[config.mk]
export PLATFORM = sky130hd
export DESIGN_NAME = prefetch_queue
export DESIGN_NICKNAME = d
export VERILOG_FILES = /design/src/rtl/prefetch_queue.sv
export SDC_FILE = /design/constraint.sdc
export NUM_CORES = 1
export LEC_CHECK = 0
export BUFFER_PORTS_ARGS = -buffer_cell sky130_fd_sc_hd__buf_2
export CAP_MARGIN = 20
export CORE_MARGIN = 4
export CORE_UTILIZATION = 49
export CTS_CLUSTER_DIAMETER = 40
export DETAILED_ROUTE_END_ITERATION = 7
export GPL_TIMING_DRIVEN = 0
export PLACE_DENSITY = 0.72
export REMOVE_ABC_BUFFERS = 1
export SLEW_MARGIN = 20
export SYNTH_ARGS = -nofsm -noshare
export SYNTH_HDL_FRONTEND = slang
export SYNTH_SLANG_ARGS = --single-unit
[constraint.sdc]
create_clock -name clk -period 3.05 [get_ports clk]
set_input_delay 0.1525 -clock clk [delete_from_list [all_inputs] [get_ports clk]]
set_output_delay 0.1525 -clock clk [all_outputs]
set_load 0.03 [all_outputs]
[src/rtl/prefetch_queue.sv]
module prefetch_queue #(
  parameter int AW    = 16,
  parameter int DEPTH = 4
) (
  input  logic          clk,
  input  logic          rst_n,
  input  logic          insn_req,
  input  logic          cpu_run,
  input  logic          branch_load,
  input  logic [AW-1:0] branch_addr,
  input  logic          stop_req,
  input  logic [7:0]    bus_rdata,
  input  logic          bus_ready,
  output logic [7:0]    head_byte,
  output logic          head_valid,
  output logic [AW-1:0] fetch_ctr,
  output logic [AW-1:0] bus_addr,
  output logic          bus_strobe,
  output logic          stop_grant,
  output logic          adv_while_halted
);
  localparam int PW = (DEPTH > 1) ? $clog2(DEPTH) : 1;
  localparam int CW = $clog2(DEPTH + 1);

  logic [7:0]    q [DEPTH];
  logic [PW-1:0] rd_ptr, wr_ptr;
  logic [CW-1:0] count;
  logic [AW-1:0] faddr, ctr_nx;
  logic          busy, drop;

  function automatic logic [PW-1:0] bump(input logic [PW-1:0] p);
    return (p == PW'(DEPTH - 1)) ? '0 : p + 1'b1;
  endfunction

  wire consume = insn_req & cpu_run & head_valid & ~branch_load;
  wire land    = busy & bus_ready & ~drop & ~branch_load;
  wire start   = ~busy & ~branch_load & ~stop_req & ~stop_grant
               & (count < CW'(DEPTH));

  assign head_valid = (count != '0);
  assign head_byte  = q[rd_ptr];
  assign bus_strobe = busy;
  assign ctr_nx     = branch_load ? branch_addr
                    : consume     ? fetch_ctr + 1'b1 : fetch_ctr;

  always_ff @(posedge clk or negedge rst_n) begin
    if (!rst_n) begin
      rd_ptr <= '0; wr_ptr <= '0; count <= '0;
      fetch_ctr <= '0; faddr <= '0; bus_addr <= '0;
      busy <= 1'b0; drop <= 1'b0; stop_grant <= 1'b0;
      adv_while_halted <= 1'b0;
    end else begin
      fetch_ctr  <= ctr_nx;
      stop_grant <= stop_req & ~(busy & ~bus_ready);
      adv_while_halted <= ~cpu_run & ~branch_load & (ctr_nx != fetch_ctr);
      if (busy && bus_ready) begin
        busy <= 1'b0; drop <= 1'b0;
      end else if (start) begin
        busy <= 1'b1; bus_addr <= faddr; faddr <= faddr + 1'b1;
      end
      if (branch_load) begin
        faddr <= branch_addr;
        rd_ptr <= '0; wr_ptr <= '0; count <= '0;
        drop <= busy & ~bus_ready;
      end else begin
        if (land) wr_ptr <= bump(wr_ptr);
        if (consume) rd_ptr <= bump(rd_ptr);
        count <= count + CW'(land) - CW'(consume);
      end
    end
  end

  always_ff @(posedge clk) begin
    if (land) q[wr_ptr] <= bus_rdata;
  end

  AST_ADDR_STABLE: assert property (@(posedge clk) disable iff (!rst_n)
    bus_strobe && !bus_ready |=> bus_strobe && $stable(bus_addr));
  AST_NO_OVERFILL: assert property (@(posedge clk) disable iff (!rst_n)
    $rose(bus_strobe) |-> $past(count) < CW'(DEPTH));
  AST_HOLD_NO_REQ: assert property (@(posedge clk) disable iff (!rst_n)
    !insn_req && !branch_load |=> $stable(fetch_ctr));
  AST_HOLD_HALTED: assert property (@(posedge clk) disable iff (!rst_n)
    !cpu_run && !branch_load |=> $stable(fetch_ctr));
  AST_BRANCH_LOAD: assert property (@(posedge clk) disable iff (!rst_n)
    branch_load |=> fetch_ctr == $past(branch_addr) && !head_valid);
  AST_NO_FETCH_STOPPED: assert property (@(posedge clk) disable iff (!rst_n)
    (stop_req || stop_grant) && !bus_strobe |=> !bus_strobe);
  AST_GRANT_IDLE: assert property (@(posedge clk) disable iff (!rst_n)
    stop_grant |-> !bus_strobe);
  AST_NO_HALTED_ADV: assert property (@(posedge clk) disable iff (!rst_n)
    !adv_while_halted);
endmodule

==> out/metrics.cfg, run 1 <==
[synthesis]
synth_ff_type = dfrtp_1
synth_cells = 363
synth_edf_count = 32
synth_area_per_cell_um2 = 11.4
ys_ff_latch = 91
yosysWarnings = 0
synth-seq-area-share = 0.591
synthArstFlopShare = 0.648
ys_types = 40
synth_area_mm2 = 0.00412

[setup_path]
arrival_ns = 2.89
cp.required_ns = 3.27
path_depth = 9
critPathMaxStageDelay_ns = 0.83
worstSetupPathType = reg2reg
worstSetupStartpointType = flip-flop
r2r_cells = 9
cp_slowest_cell = o311ai_2
cpLargestDelayFamily = adder cells
end_kind = flip-flop
crit_chain = o311ai_2, nor2_1, ha_1, inv_1, ha_1, inv_1, fa_1, xnor2_1, nor2_1
cp_max_fo = 12
path_buf_inv = 2

[sta]
finalCritPeriodShare = 0.873
finalSetupTns_ns = 0
max_freq_ghz = 0.376
slew_headroom = 0.374
worst_slack_ns = 0.388
tightest_slew_ns = 0.937
drv_slew = 0
finalSetupViolCount = 0
skew_ns = 0.0113
hold_viol = 0
layout_min_cycle_time_ns = 2.66
grt_setup_unrepaired = false

[clock_network]
clock_latency_ns = 0.35
clock_sinks = 91
cts_setup_buffers = 0
clockBufferDepth = 2
h-tree-depth = 3
postCtsResizedCells = 0
cts-root-buf = clkbuf_8
cts_buffers = 9
tritoncts = yes
path_clk_slew_ns = 0.09

[die]
pin_count = 75
die_area_mm2 = 0.00994
die_h_um = 99.7
row_count = 33
design.core.area_mm2 = 0.00822
start_util = 0.502
fp.dieW_um = 99.7

[detailed_routing]
vias = 3044
wire_per_inst_um = 16.1
wirelength_mm = 8.86
antenna_left = 0
drc = 0
drt_iter0_drc = 194
via_per_inst = 5.52
firstDrtPassIters = 5

[global_route]
grt_pass1_wl_mm = 14.8
grt_pass1_vias = 2977
grt_max_degree = 60
grt_overflow = 0
antenna_found_initial = 0
grt_usage = 0.188

[cells_and_area]
fin_util = 0.593
fin_cells = 551
syn_to_final_growth_pct = 18.2
n_antenna_cell = 0
num-nets-final = 482
drive_gt1_frac = 0.231

[placement]
io_buffers = 74
place_inst = 528
place_ws_ns = 0.424
dpl.hpwl_mm = 6.06
place_congestion = 0.821

[run_status]
outcome = finished clean

[power_and_ir_drop]
power_leakage_nw = 2.07
peakVddDrop_v = 0.000348
pwr_density_cell_mw_per_mm2 = 607

[run]
drv_cap = 0

[min_path]
hold_depth = 1
hp-class = in2reg

==> final timing paths <==
| check | from | end | slack (ns) |
|---|---|---|---|
| min in group asynchronous | rst_n | fetch_ctr[1] | 0.41 |
| worst max register to register | count[2] | count[2] | 0.39 |
| worst max-delay path | count[2] | count[2] | 0.39 |
| worst min register to register | bus_addr[14] | bus_addr[14] | 0.48 |
| worst min-delay path | bus_rdata[7] | q[0][7] | 0.02 |
| max in group asynchronous | rst_n | faddr[15] | 2.13 |
==> layer usage <==
metal  global-route usage  wire length, um
met1                0.265             4010
met2                0.293             4230
met3               0.0428              546
met4               0.0546               77
met5                    0                0
==> area by class of cell <==
class	count	area (um^2)
inverters	11	41.3
well taps	105	131
fillers	669	3350
clock buffers	9	124
clock inverters	7	97.6
multi-input cells	247	1600
repair buffers	81	443
flip-flops and latches	91	2440
==> cell usage after synthesis (all sizes together), types with 9 or more instances <==
| library cell | count | area [um^2] |
|---|---|---|
| nor2 | 21 | 78.8 |
| o21ai | 12 | 60.1 |
| nand3 | 14 | 70.1 |
| edfxtp | 32 | 961 |
| ha | 9 | 113 |
| nand2 | 70 | 263 |
| clkbuf | 11 | 41.3 |
| or3 | 10 | 62.6 |
| dfrtp | 59 | 1480 |
| or4 | 9 | 67.6 |
| inv | 11 | 41.3 |
| a31oi | 11 | 68.8 |
| a21oi | 9 | 45.0 |
==> power by group <==
group          switching, mW  leakage [nW]  internal [mW]
combinational          0.385         0.955          0.182
clock                  0.437         0.108          0.466
sequential             0.106          1.01           1.38
==> repair_timing <==
item | 4_1_cts | 5_1_grt
setup endpoints to repair | 0 | 0
hold endpoints to repair | 68 | 11
hold buffers | 4 | 3
==> placed cells by master, fill, tap and decap left out, types with 10 or more instances in the layout <==
master,n
buf_2,73
nor2_1,21
nand3_1,14
edfxtp_1,32
o21ai_0,12
or3_1,10
a31oi_1,11
inv_1,11
nand2_1,70
dfrtp_1,59
==> registers in the layout (all words and copies together), names as in the netlist <==
name	count
drop	1
wr_ptr	2
bus_addr	16
rd_ptr	2
q	32
faddr	16
count	3
fetch_ctr	16
stop_grant	1
bus_strobe	1
adv_while_halted	1
==> worst reg2reg max path: cells and delay by family, from the launching register on <==
family / cells / cell delay, ns
xor gates and xnor gates: 1 / 0.17
buffers and inverters: 2 / 0.11
DFF: 1 / 0.47
adders and majority gates: 3 / 0.83
and+or+nand+nor: 2 / 0.14
AOI/OAI and AO/OA: 1 / 0.83
==> metrics by stage <==
stage | total power, mW | hold WS (ns) | instance area [um^2]
2_1_floorplan | 1.86 | -0.143 | 4070
3_3_place_gp | 2.06 | 0.361 | 4570
3_5_place_dp | 2.07 | 0.273 | 4580
4_1_cts | 2.98 | 0.000634 | 4840
5_1_grt | 3.10 | 0.00529 | 4870
6_report | 2.96 | 0.0229 | 4870
==> logic make-up (layout without fill, tap and decap cells) <==
kind of cell,after synthesis,after routing,share of synthesized area
compound gates,54,54,0.0856
xor+xnor,11,11,0.0234
fa+ha+maj,10,10,0.0322
buf+inv,25,108,0.0231
flops,91,91,0.591
mux,14,14,0.0595
other cells,1,1,0.000910
simple gates,157,157,0.184
No activity file was read; power rests on OpenSTA's default activity.
==> inputs of run 2 (changes only) <==
Settings changed: GPL_TIMING_DRIVEN 0 to unset.
==> run 2 against run 1 <==
  * Non-clock buffer count increased by 4
  * Critical path depth increased by 1
  * Setup slack improved by 0.38 ns
  * Sequential power about the same
  * Critical endpoint unchanged
  * Largest cell class unchanged
==> out/metrics.cfg, run 2 (synthesis gave the netlist of run 1 again) <==
[run_status]
outcome = finished clean

[global_route]
grt_max_degree = 37  ; -38%
grt_pass1_vias = 3006  ; +0.97%
antenna_found_initial = 0  ; unchanged
grt_pass1_wl_mm = 14.8  ; -0.23%
grt_usage = 0.190  ; +0.00173
grt_overflow = 0  ; unchanged

[cells_and_area]
mostFrequentLayoutCells = buf_2, nand2_1, dfrtp_1
n_antenna_cell = 0  ; unchanged
multiInputGateArea_mm2 = 0.00159  ; -0.47%
syn_to_final_growth_pct = 18.0
top_register = q
fillers = 703  ; +5.1%
largest_reg_flops = 32  ; unchanged
drive_gt1_frac = 0.236  ; +0.00461
final_common_cell = buf_2
num-nets-final = 486  ; +0.83%
regArea_mm2 = 0.00244  ; unchanged

[power_and_ir_drop]
pwr_density_cell_mw_per_mm2 = 586  ; -3.4%
p_total_mw = 2.85  ; -3.6%
peakVddDrop_v = 0.000290  ; -17%
power_leakage_nw = 2.08  ; +0.27%

[die]
die_area_mm2 = 0.00994  ; unchanged
start_util = 0.502  ; unchanged
pin_count = 75  ; unchanged
die_h_um = 99.7  ; unchanged
design.core.area_mm2 = 0.00822  ; unchanged
fp.dieW_um = 99.7  ; unchanged
row_count = 33  ; unchanged

[clock_network]
cts_buffers = 9  ; unchanged
postCtsResizedCells = 0  ; unchanged
cts_setup_buffers = 0  ; unchanged
path_clk_slew_ns = 0.10  ; about the same
holdBufCountCts = 5  ; +1
clockBufferDepth = 2  ; unchanged
tritoncts = yes
h-tree-depth = 3  ; unchanged
cts-root-buf = clkbuf_8
clock_sinks = 91  ; unchanged
clock_latency_ns = 0.37  ; +0.02 ns

[setup_path]
end_kind = flip-flop
cpLargestDelayFamily = adder cells
cp_slowest_cell = dfrtp_1
critPathMaxStageDelay_ns = 0.46  ; -0.37 ns
worstSetupPathType = reg2reg
worstSetupStartpointType = flip-flop
path_buf_inv = 3  ; +1
cp.required_ns = 3.29  ; +0.02 ns
crit_chain = o311ai_1, buf_4, nor2_1, ha_1, inv_1, ha_1, inv_1, fa_1, xnor2_1, nor2_1
cp_max_fo = 12  ; unchanged
arrival_ns = 2.51  ; -0.38 ns

[sta]
drv_slew = 0  ; unchanged
grt_setup_unrepaired = false
max_freq_ghz = 0.439  ; +17%
finalCritPeriodShare = 0.747  ; -0.126
slew_headroom = 0.389  ; +0.0147
finalSetupTns_ns = 0  ; unchanged
finalSetupViolCount = 0  ; unchanged
layout_min_cycle_time_ns = 2.28  ; -0.383 ns
hold_viol = 0  ; unchanged
tightest_slew_ns = 0.915  ; -0.0220 ns
skew_ns = 0.00845  ; -0.00288 ns

[run]
drv_cap = 0  ; unchanged

[detailed_routing]
vias = 3051  ; +0.23%
via_per_inst = 5.50  ; -0.49%
antenna_left = 0  ; unchanged
wire_per_inst_um = 16.1  ; +0.27%
firstDrtPassIters = 4  ; -1
wirelength_mm = 8.95  ; +0.99%
drc = 0  ; unchanged
drt_iter0_drc = 170  ; -12%

[placement]
io_buffers = 74  ; unchanged
place_congestion = 0.841  ; +2.4%
dpl.hpwl_mm = 6.27  ; +3.6%

[min_path]
hp-class = in2reg

-- run 2: through the flow --
step	std cells	util	setup slack (ns)	hold WS (ns)	area, um^2
finish	555	0.592	0.770	0.0180	4860
detailed placement	531	0.559	0.783	0.291	4590
global placement	531	0.559	0.817	0.288	4590
floorplan	349	-	0.484	-0.143	4070
global route	555	0.592	0.610	0.00692	4860
CTS	552	0.588	0.763	0.00180	4830
-- run 2: layout make-up --
class | instances | area share
Timing Repair Buffer | 85 | 0.0972
Sequential cell | 91 | 0.501
Clock inverter | 7 | 0.0139
Inverter | 11 | 0.00849
Tap cell | 105 | 0.0270
Clock buffer | 9 | 0.0255
Multi-Input combinational cell | 247 | 0.327
-- run 2: final timing paths --
path,slack (ns),end,depth (start not counted),from
min in group asynchronous,0.40,fetch_ctr[10],2,rst_n
max reg2reg,0.77,count[2],10,count[2]
min reg2reg,0.48,bus_addr[12],2,bus_addr[12]
max,0.77,count[2],10,count[2]
min,0.02,q[0][7],1,bus_rdata[7]
max in group asynchronous,1.84,bus_addr[2],3,rst_n
-- run 2: routing by layer --
metal	global-route usage	vias to the layer above	part of all wire
met4	0.0620	0	0.015
li1	-	1495	-
met3	0.0533	12	0.048
met1	0.260	1470	0.46
met5	0	-	0
met2	0.293	74	0.47
-- run 2: power breakdown --
| group | leakage [nW] | switching, mW | internal [mW] |
|---|---|---|---|
| clock network | 0.0958 | 0.478 | 0.319 |
| registers | 1.01 | 0.103 | 1.38 |
| logic | 0.973 | 0.385 | 0.185 |
| total | 2.08 | 0.966 | 1.88 |
